### config.mk
export PLATFORM = sky130hd
export DESIGN_NAME = qpsram_bridge
export DESIGN_NICKNAME = d
export VERILOG_FILES = /design/src/rtl/qpsram_pkg.sv /design/src/rtl/qpsram_clkdiv.sv /design/src/rtl/qpsram_shifter.sv /design/src/rtl/qpsram_bridge.sv
export SDC_FILE = /design/constraint.sdc
export NUM_CORES = 1
export LEC_CHECK = 0
export BUFFER_PORTS_ARGS = -buffer_cell sky130_fd_sc_hd__buf_4
export CAP_MARGIN = 20
export CORE_AREA = 10 10 189 191
export CTS_CLUSTER_SIZE = 12
export DETAILED_ROUTE_END_ITERATION = 6
export DIE_AREA = 0 0 199 201
export PLACE_DENSITY = 0.49
export SYNTH_ARGS = -nofsm -noshare
export SYNTH_HDL_FRONTEND = slang
export SYNTH_HIERARCHICAL = 1
export SYNTH_SLANG_ARGS = --single-unit
### constraint.sdc
create_clock -name clk -period 3.8 [get_ports clk]
set_input_delay 0.95 -clock clk [delete_from_list [all_inputs] [get_ports clk]]
set_output_delay 0.95 -clock clk [all_outputs]
set_load 0.005 [all_outputs]
### src/rtl/qpsram_pkg.sv
package qpsram_pkg;
  typedef enum logic [2:0] {ST_BOOT, ST_XFER, ST_HOLD, ST_GAP, ST_IDLE} qst_e;
  localparam logic [7:0] OP_QUAD_ON = 8'h35;
  localparam logic [7:0] OP_QREAD   = 8'hEB;
  localparam logic [7:0] OP_QWRITE  = 8'h38;
endpackage

### src/rtl/qpsram_clkdiv.sv
module qpsram_clkdiv #(
  parameter int SLOW_DIV = 5,
  parameter int FAST_DIV = 2,
  localparam int DIV_W = $clog2(SLOW_DIV + 1)
) (
  input  logic clk,
  input  logic rst,
  input  logic run,
  input  logic fast,
  output logic sclk,
  output logic sck_end
);
  logic [DIV_W-1:0] cnt, cnt_nx, last_v, low_v;

  always_comb begin
    last_v = fast ? DIV_W'(FAST_DIV - 1) : DIV_W'(SLOW_DIV - 1);
    low_v  = fast ? DIV_W'(FAST_DIV - FAST_DIV / 2) : DIV_W'(SLOW_DIV - SLOW_DIV / 2);
    cnt_nx = (cnt == last_v) ? '0 : cnt + 1'b1;
  end

  assign sck_end = run && (cnt == last_v);

  always_ff @(posedge clk) begin
    if (rst || !run) begin
      cnt  <= '0;
      sclk <= 1'b0;
    end else begin
      cnt  <= cnt_nx;
      sclk <= (cnt_nx >= low_v);
    end
  end

  // clock parks low as soon as the sequencer stops it
  p_park_low_r11: assert property (@(posedge clk) disable iff (rst) !run |=> !sclk);
endmodule

### src/rtl/qpsram_shifter.sv
module qpsram_shifter (
  input  logic        clk,
  input  logic        rst,
  input  logic        quad,
  input  logic        load,
  input  logic [63:0] load_word,
  input  logic [4:0]  load_oe,
  input  logic        shift,
  input  logic        capture,
  input  logic [3:0]  io_in,
  output logic [3:0]  io_out,
  output logic [3:0]  io_oe,
  output logic [31:0] cap_next
);
  logic [63:0] sh;
  logic [4:0]  oe_left;
  logic [31:0] cap;

  assign cap_next = {cap[27:0], io_in};
  assign io_out   = quad ? sh[63:60] : {3'b000, sh[63]};
  assign io_oe    = (oe_left == '0) ? 4'h0 : (quad ? 4'hF : 4'h1);

  always_ff @(posedge clk) begin
    if (rst) begin
      sh      <= '0;
      oe_left <= '0;
      cap     <= '0;
    end else if (load) begin
      sh      <= load_word;
      oe_left <= load_oe;
    end else if (shift) begin
      sh <= quad ? {sh[59:0], 4'h0} : {sh[62:0], 1'b0};
      if (oe_left != '0) oe_left <= oe_left - 1'b1;
      if (capture) cap <= cap_next;
    end
  end

  // lines are released whenever read data is being captured
  p_rd_released_r4: assert property (@(posedge clk) disable iff (rst)
    (shift && capture) |-> (io_oe == 4'h0));
endmodule

### src/rtl/qpsram_bridge.sv
module qpsram_bridge #(
  parameter int SLOW_DIV   = 5,
  parameter int FAST_DIV   = 2,
  parameter int AW         = 24,
  parameter int PAGE_WORDS = 256,
  parameter int BND_W      = 8,
  parameter int TMO_W      = 8,
  localparam int WA    = AW - 2,
  localparam int PG_W  = $clog2(PAGE_WORDS),
  localparam int DIV_W = $clog2(SLOW_DIV + 1)
) (
  input  logic             clk,
  input  logic             rst,
  input  logic             bus_req,
  input  logic             bus_we,
  input  logic [WA-1:0]    bus_addr,
  input  logic [31:0]      bus_wdata,
  output logic             bus_ready,
  output logic [31:0]      bus_rdata,
  input  logic [BND_W-1:0] cfg_boundary,
  input  logic [TMO_W-1:0] cfg_timeout,
  output logic             sclk,
  output logic             cs_n,
  output logic [3:0]       io_out,
  output logic [3:0]       io_oe,
  input  logic [3:0]       io_in
);
  import qpsram_pkg::*;

  qst_e             st;
  logic             quad, fast, rd;
  logic [4:0]       clk_left;
  logic [WA-1:0]    nxt_w;
  logic [BND_W-1:0] words;
  logic [TMO_W-1:0] tmo;
  logic [DIV_W-1:0] gap;
  logic             sck_end, load, capture, seq_ok;
  logic [63:0]      load_word;
  logic [4:0]       load_oe;
  logic [31:0]      cap_next;

  qpsram_clkdiv #(.SLOW_DIV(SLOW_DIV), .FAST_DIV(FAST_DIV)) u_div (
    .clk(clk), .rst(rst), .run(st == ST_XFER), .fast(fast),
    .sclk(sclk), .sck_end(sck_end));

  qpsram_shifter u_shf (
    .clk(clk), .rst(rst), .quad(quad), .load(load), .load_word(load_word),
    .load_oe(load_oe), .shift(sck_end), .capture(capture), .io_in(io_in),
    .io_out(io_out), .io_oe(io_oe), .cap_next(cap_next));

  assign capture = rd && quad && (st == ST_XFER) && (clk_left <= 5'd8);
  assign seq_ok  = bus_req && (bus_we == !rd) && (bus_addr == nxt_w)
                && ((cfg_boundary == '0) || (words < cfg_boundary))
                && (nxt_w[PG_W-1:0] != '0);

  always_comb begin
    load      = 1'b0;
    load_word = '0;
    load_oe   = '0;
    case (st)
      ST_BOOT: begin
        load = 1'b1; load_word = {OP_QUAD_ON, 56'h0}; load_oe = 5'd8;
      end
      ST_IDLE: if (bus_req) begin
        load      = 1'b1;
        load_word = bus_we ? {OP_QWRITE, bus_addr, 2'b00, bus_wdata}
                           : {OP_QREAD, bus_addr, 2'b00, 32'h0};
        load_oe   = bus_we ? 5'd16 : 5'd8;
      end
      ST_HOLD: if (seq_ok) begin
        load = 1'b1; load_word = {bus_wdata, 32'h0}; load_oe = bus_we ? 5'd8 : 5'd0;
      end
      default: ;
    endcase
  end

  always_ff @(posedge clk) begin
    if (rst) begin
      st <= ST_BOOT; quad <= 1'b0; fast <= 1'b0; rd <= 1'b0; cs_n <= 1'b1;
      clk_left <= '0; nxt_w <= '0; words <= '0; tmo <= '0; gap <= '0;
      bus_ready <= 1'b0; bus_rdata <= '0;
    end else begin
      bus_ready <= 1'b0;
      case (st)
        ST_BOOT: begin
          cs_n <= 1'b0; clk_left <= 5'd8; st <= ST_XFER;
        end
        ST_IDLE: if (bus_req) begin
          cs_n     <= 1'b0;
          clk_left <= bus_we ? 5'd16 : 5'd22;
          rd       <= !bus_we;
          nxt_w    <= bus_addr + 1'b1;
          words    <= BND_W'(1);
          st       <= ST_XFER;
        end
        ST_XFER: if (sck_end) begin
          clk_left <= clk_left - 1'b1;
          if (clk_left == 5'd1) begin
            if (!quad) begin
              quad <= 1'b1; fast <= 1'b1; cs_n <= 1'b1;
              gap  <= DIV_W'(SLOW_DIV - 1); st <= ST_GAP;
            end else begin
              bus_ready <= 1'b1;
              if (rd) bus_rdata <= cap_next;
              tmo <= '0; st <= ST_HOLD;
            end
          end
        end
        ST_HOLD: begin
          if (seq_ok) begin
            clk_left <= 5'd8;
            nxt_w    <= nxt_w + 1'b1;
            if (words != '1) words <= words + 1'b1;
            st <= ST_XFER;
          end else if (bus_req || (tmo == cfg_timeout)) begin
            cs_n <= 1'b1; gap <= DIV_W'(FAST_DIV - 1); st <= ST_GAP;
          end else begin
            tmo <= tmo + 1'b1;
          end
        end
        ST_GAP: begin
          if (gap == '0) st <= ST_IDLE;
          else gap <= gap - 1'b1;
        end
        default: st <= ST_IDLE;
      endcase
    end
  end

  // completion is a single-cycle pulse
  p_ready_pulse_r6: assert property (@(posedge clk) disable iff (rst) bus_ready |=> !bus_ready);
  // mode 0 idle level and a chip-select gap of more than one cycle
  p_idle_low_r11: assert property (@(posedge clk) disable iff (rst) cs_n |-> !sclk);
  p_cs_gap_r11: assert property (@(posedge clk) disable iff (rst) $rose(cs_n) |=> cs_n);
  // word count within the programmed limit
  p_bound_r8: assert property (@(posedge clk) disable iff (rst)
    (st == ST_XFER && quad && cfg_boundary != '0) |-> (words <= cfg_boundary));
  // a continued word never starts a page
  p_no_page_cross_r9: assert property (@(posedge clk) disable iff (rst)
    (st == ST_XFER && $past(st) == ST_HOLD) |-> (nxt_w[PG_W-1:0] != PG_W'(1)));
  // idle expiry releases chip select
  p_timeout_r10: assert property (@(posedge clk) disable iff (rst)
    (st == ST_HOLD && !bus_req && tmo == cfg_timeout) |=> cs_n);
  // single-lane drive before quad mode
  p_spi_lane_r1: assert property (@(posedge clk) disable iff (rst)
    (!quad && io_oe != 4'h0) |-> (io_oe == 4'h1 && !fast));
endmodule

==> flow_metrics.py <==
metrics = {
    "placed_design": {
        "dpl_worst_slack_ps": 325,
        "gp_congestion": 0.878,
        "hpwl_mm": 25.3,
        "port-buffer-count": 120,
    },
    "power_and_ir_drop": {
        "peakVddDrop_uv": 324,
        "power.leakage_nw": 4.65,
        "totalPowerFinal_w": 0.00581,
        "powerDensity_nw_per_um2": 456,
    },
    "clock_tree": {
        "cts-root-buf": "clkbuf_16",
        "ctsHoldBuffers": 0,
        "htreeDepth": 4,
        "cts_buffers": 17,
        "cts-resized-gates": 0,
        "cts.clk_slew.worst_paths_ps": 70,
        "clock_latency_ps": 450,
        "postCtsSetupBuffers": 0,
        "clock-sinks": 187,
        "cts_tree": "done",
        "cts_buffer_depth": 2,
    },
    "worst_setup_path": {
        "crit_arrival_ps": 3390,
        "crit_slowest_cell": "or3b_4",
        "cp.required_ps": 4110,
        "path_max_fanout": 38,
        "slowest_delay_ps": 660,
        "setup.worst_path.end_class": "flip-flop",
        "cpMostUsedCell": "nand2_1",
        "critPathKind": "flip-flop to flip-flop",
        "cp-start-kind": "flip-flop",
        "path_cells": "or3b_4 -> nand2_1 -> nand2_1 -> ha_1 -> inv_1 -> a21oi_2 -> and2b_1 -> and3_1 -> a2111oi_1 -> a21oi_1",
    },
    "yosys": {
        "ys.flop_type": "dfxtp_1",
        "ys_seq_elements": 187,
        "synth_edf_count": 0,
        "yosys-top-cells-area": "dfxtp_1 34%, nand2_1 9.3%, a21oi_1 5.0%",
        "syn_area_um2": 11100,
        "synthCells": 1465,
        "yosys_warnings": 6,
        "synthDominantCellAreaShare_pct": 33.9,
        "ys_async_sr_fraction_pct": 0,
        "synth.distinct_cells": 84,
        "synth_top_cell_by_area": "dfxtp_1",
        "syn_area_per_cell_um2": 7.55,
        "seq_area_frac_synth_pct": 33.9,
    },
    "floorplanning": {
        "die_width_um": 199,
        "core_um2": 32000,
        "pin_count": 121,
        "die_y_um": 201,
        "row_count": 66,
        "die_area_um2": 40000,
        "start_util_pct": 34.5,
    },
    "grt": {
        "grt_pass1_vias": 10371,
        "grt_max_degree": 120,
        "grt-ovfl-total": 0,
        "grt_first_pass_wirelength_mm": 59.5,
        "antenna_found_initial": 0,
        "grt_util_all_layers_pct": 18.5,
    },
    "layout": {
        "final_common_cell": "nand2_1",
        "layout_common_cells": "274 x nand2_1, 186 x dfxtp_1, 140 x buf_4",
        "drive_above_1_share_pct": 14.5,
        "nFillCells": 3400,
        "final_util_pct": 39.8,
        "area_growth_pct": 15.4,
        "final_nets": 1599,
    },
    "timing": {
        "rsz0062_at_grt": "no",
        "timing.setup.tns_ps": 0,
        "relSlewSlack_pct": 48.9,
        "whs_ps": 450,
        "setup_slack_ps": 716,
        "timing.final.crit_period_ps": 3080,
        "maxSlewViolCount": 0,
        "worst_pin_slew_ps": 767,
        "fmax_ghz": 0.324,
        "min_period_over_period_pct": 81.2,
        "skew_ps": 13.8,
        "finalSetupViolCount": 0,
        "hold_viol_final": 0,
    },
    "drt": {
        "drt-total-wl_mm": 37.5,
        "routed_via_density": 5.58,
        "drcViolationCount": 0,
        "drt-wirelength-per-cell_um": 19.5,
        "ant_nets": 0,
        "drt_pass1_iterations": 5,
        "wl_met2_mm": 17.2,
        "route.met3.wl_mm": 1.73,
        "met1_length_mm": 18.2,
        "drtIter0Drc": 763,
        "top_layer_used": "met4",
        "via_count": 10745,
    },
    "worst_hold_path": {
        "hold_class": "flip-flop to flip-flop",
    },
    "status": {
        "status": "completed",
    },
    "flow_run": {
        "maxCapViolations": 0,
    },
}
## synthesized netlist by cell type, types with 3 or more instances
cell	number
o211a_1	4
nor2b_1	70
o22a_1	3
a21oi_1	111
a311oi_1	6
ha_1	18
o22ai_1	5
nor3b_1	7
nand2b_1	4
o21ai_0	38
o32ai_1	63
xnor2_1	25
a211o_1	4
and4_1	3
a21o_1	4
buf_4	8
nor4_1	11
inv_1	40
nand2_1	275
dfxtp_1	187
nand4_1	25
a22o_1	14
and2_1	17
xor2_1	14
nor2_1	108
mux2i_1	8
a211oi_1	67
a31oi_1	15
a32o_1	3
buf_6	5
a31o_2	5
a21boi_0	4
nand3_1	39
buf_1	3
buf_2	23
a21oi_2	5
and3_1	37
or3_1	9
nor3_1	28
clkbuf_1	89
## worst paths after layout
| path | start | endpoint | slack, ps | depth (start not counted) |
|---|---|---|---|---|
| setup / recovery | st[1] | nxt_w[12] | 720 | 10 |
| hold / removal | gap[1] | gap[1] | 450 | 2 |
| setup reg to reg | st[1] | nxt_w[12] | 720 | 10 |
| hold reg to reg | gap[1] | gap[1] | 450 | 2 |
## where the power goes
part           leakage [nW]  total [W]  internal (W)  switching, W
clock                 0.285    0.00183      0.000932      0.000894
combinational          2.85    0.00167      0.000614       0.00106
sequential             1.51    0.00231       0.00211      0.000205
total                  4.65    0.00581       0.00365       0.00216
## final cells by class
| cell class | count | area [um2] | share of cell area (%) |
|---|---|---|---|
| Antenna cell | 1 | 2.50 | 0.0196 |
| Multi-Input combinational cell | 1110 | 6610 | 51.9 |
| Inverter | 42 | 158 | 1.24 |
| Timing Repair Buffer | 145 | 1140 | 8.96 |
| Clock buffer | 17 | 425 | 3.34 |
| Clock inverter | 14 | 155 | 1.22 |
| Sequential cell | 187 | 3750 | 29.4 |
| Tap cell | 408 | 510 | 4.00 |
## per-layer routing
metal	track usage, %	vias up
met2	28.8	239
met3	3.62	23
met1	25.6	5197
met5	0	-
met4	4.22	0
li1	-	5286
## cells by family after synthesis
group / after synthesis / share of synthesized area [%]
other cells: 1 / 0.0339
buf+inv: 170 / 6.64
flops: 187 / 33.9
compound gates: 383 / 24.7
fa+ha+maj: 18 / 2.04
simple gates: 657 / 28.7
mux: 10 / 0.962
xor+xnor: 39 / 3.09
## sequential cells by signal, summed over array words and instances, names as in the netlist
| signal | cells |
|---|---|
| bus_ready | 1 |
| words | 8 |
| bus_rdata | 32 |
| u_shf/oe_left | 5 |
| u_shf/cap | 28 |
| nxt_w | 22 |
| rd | 1 |
| u_shf/sh | 64 |
| clk_left | 5 |
| fast | 1 |
| tmo | 8 |
| u_div/sclk | 1 |
| gap | 3 |
| st | 3 |
| u_div/cnt | 3 |
| quad | 1 |
| cs_n | 1 |
## metrics by stage
step	instances	area (um2)
floorplan	1467	11100
global placement	1892	12200
global route	1923	12800
detailed placement	1892	12200
CTS	1923	12800
finish	1924	12800
## critical path, delay by kind of cell (launching register included)
kind            cells  cell delay, ps
fa+ha+maj           1             290
simple gates        5            1250
compound gates      3             590
flops               1             620
buf+inv             1             190
(Power assumes the default switching activity.)
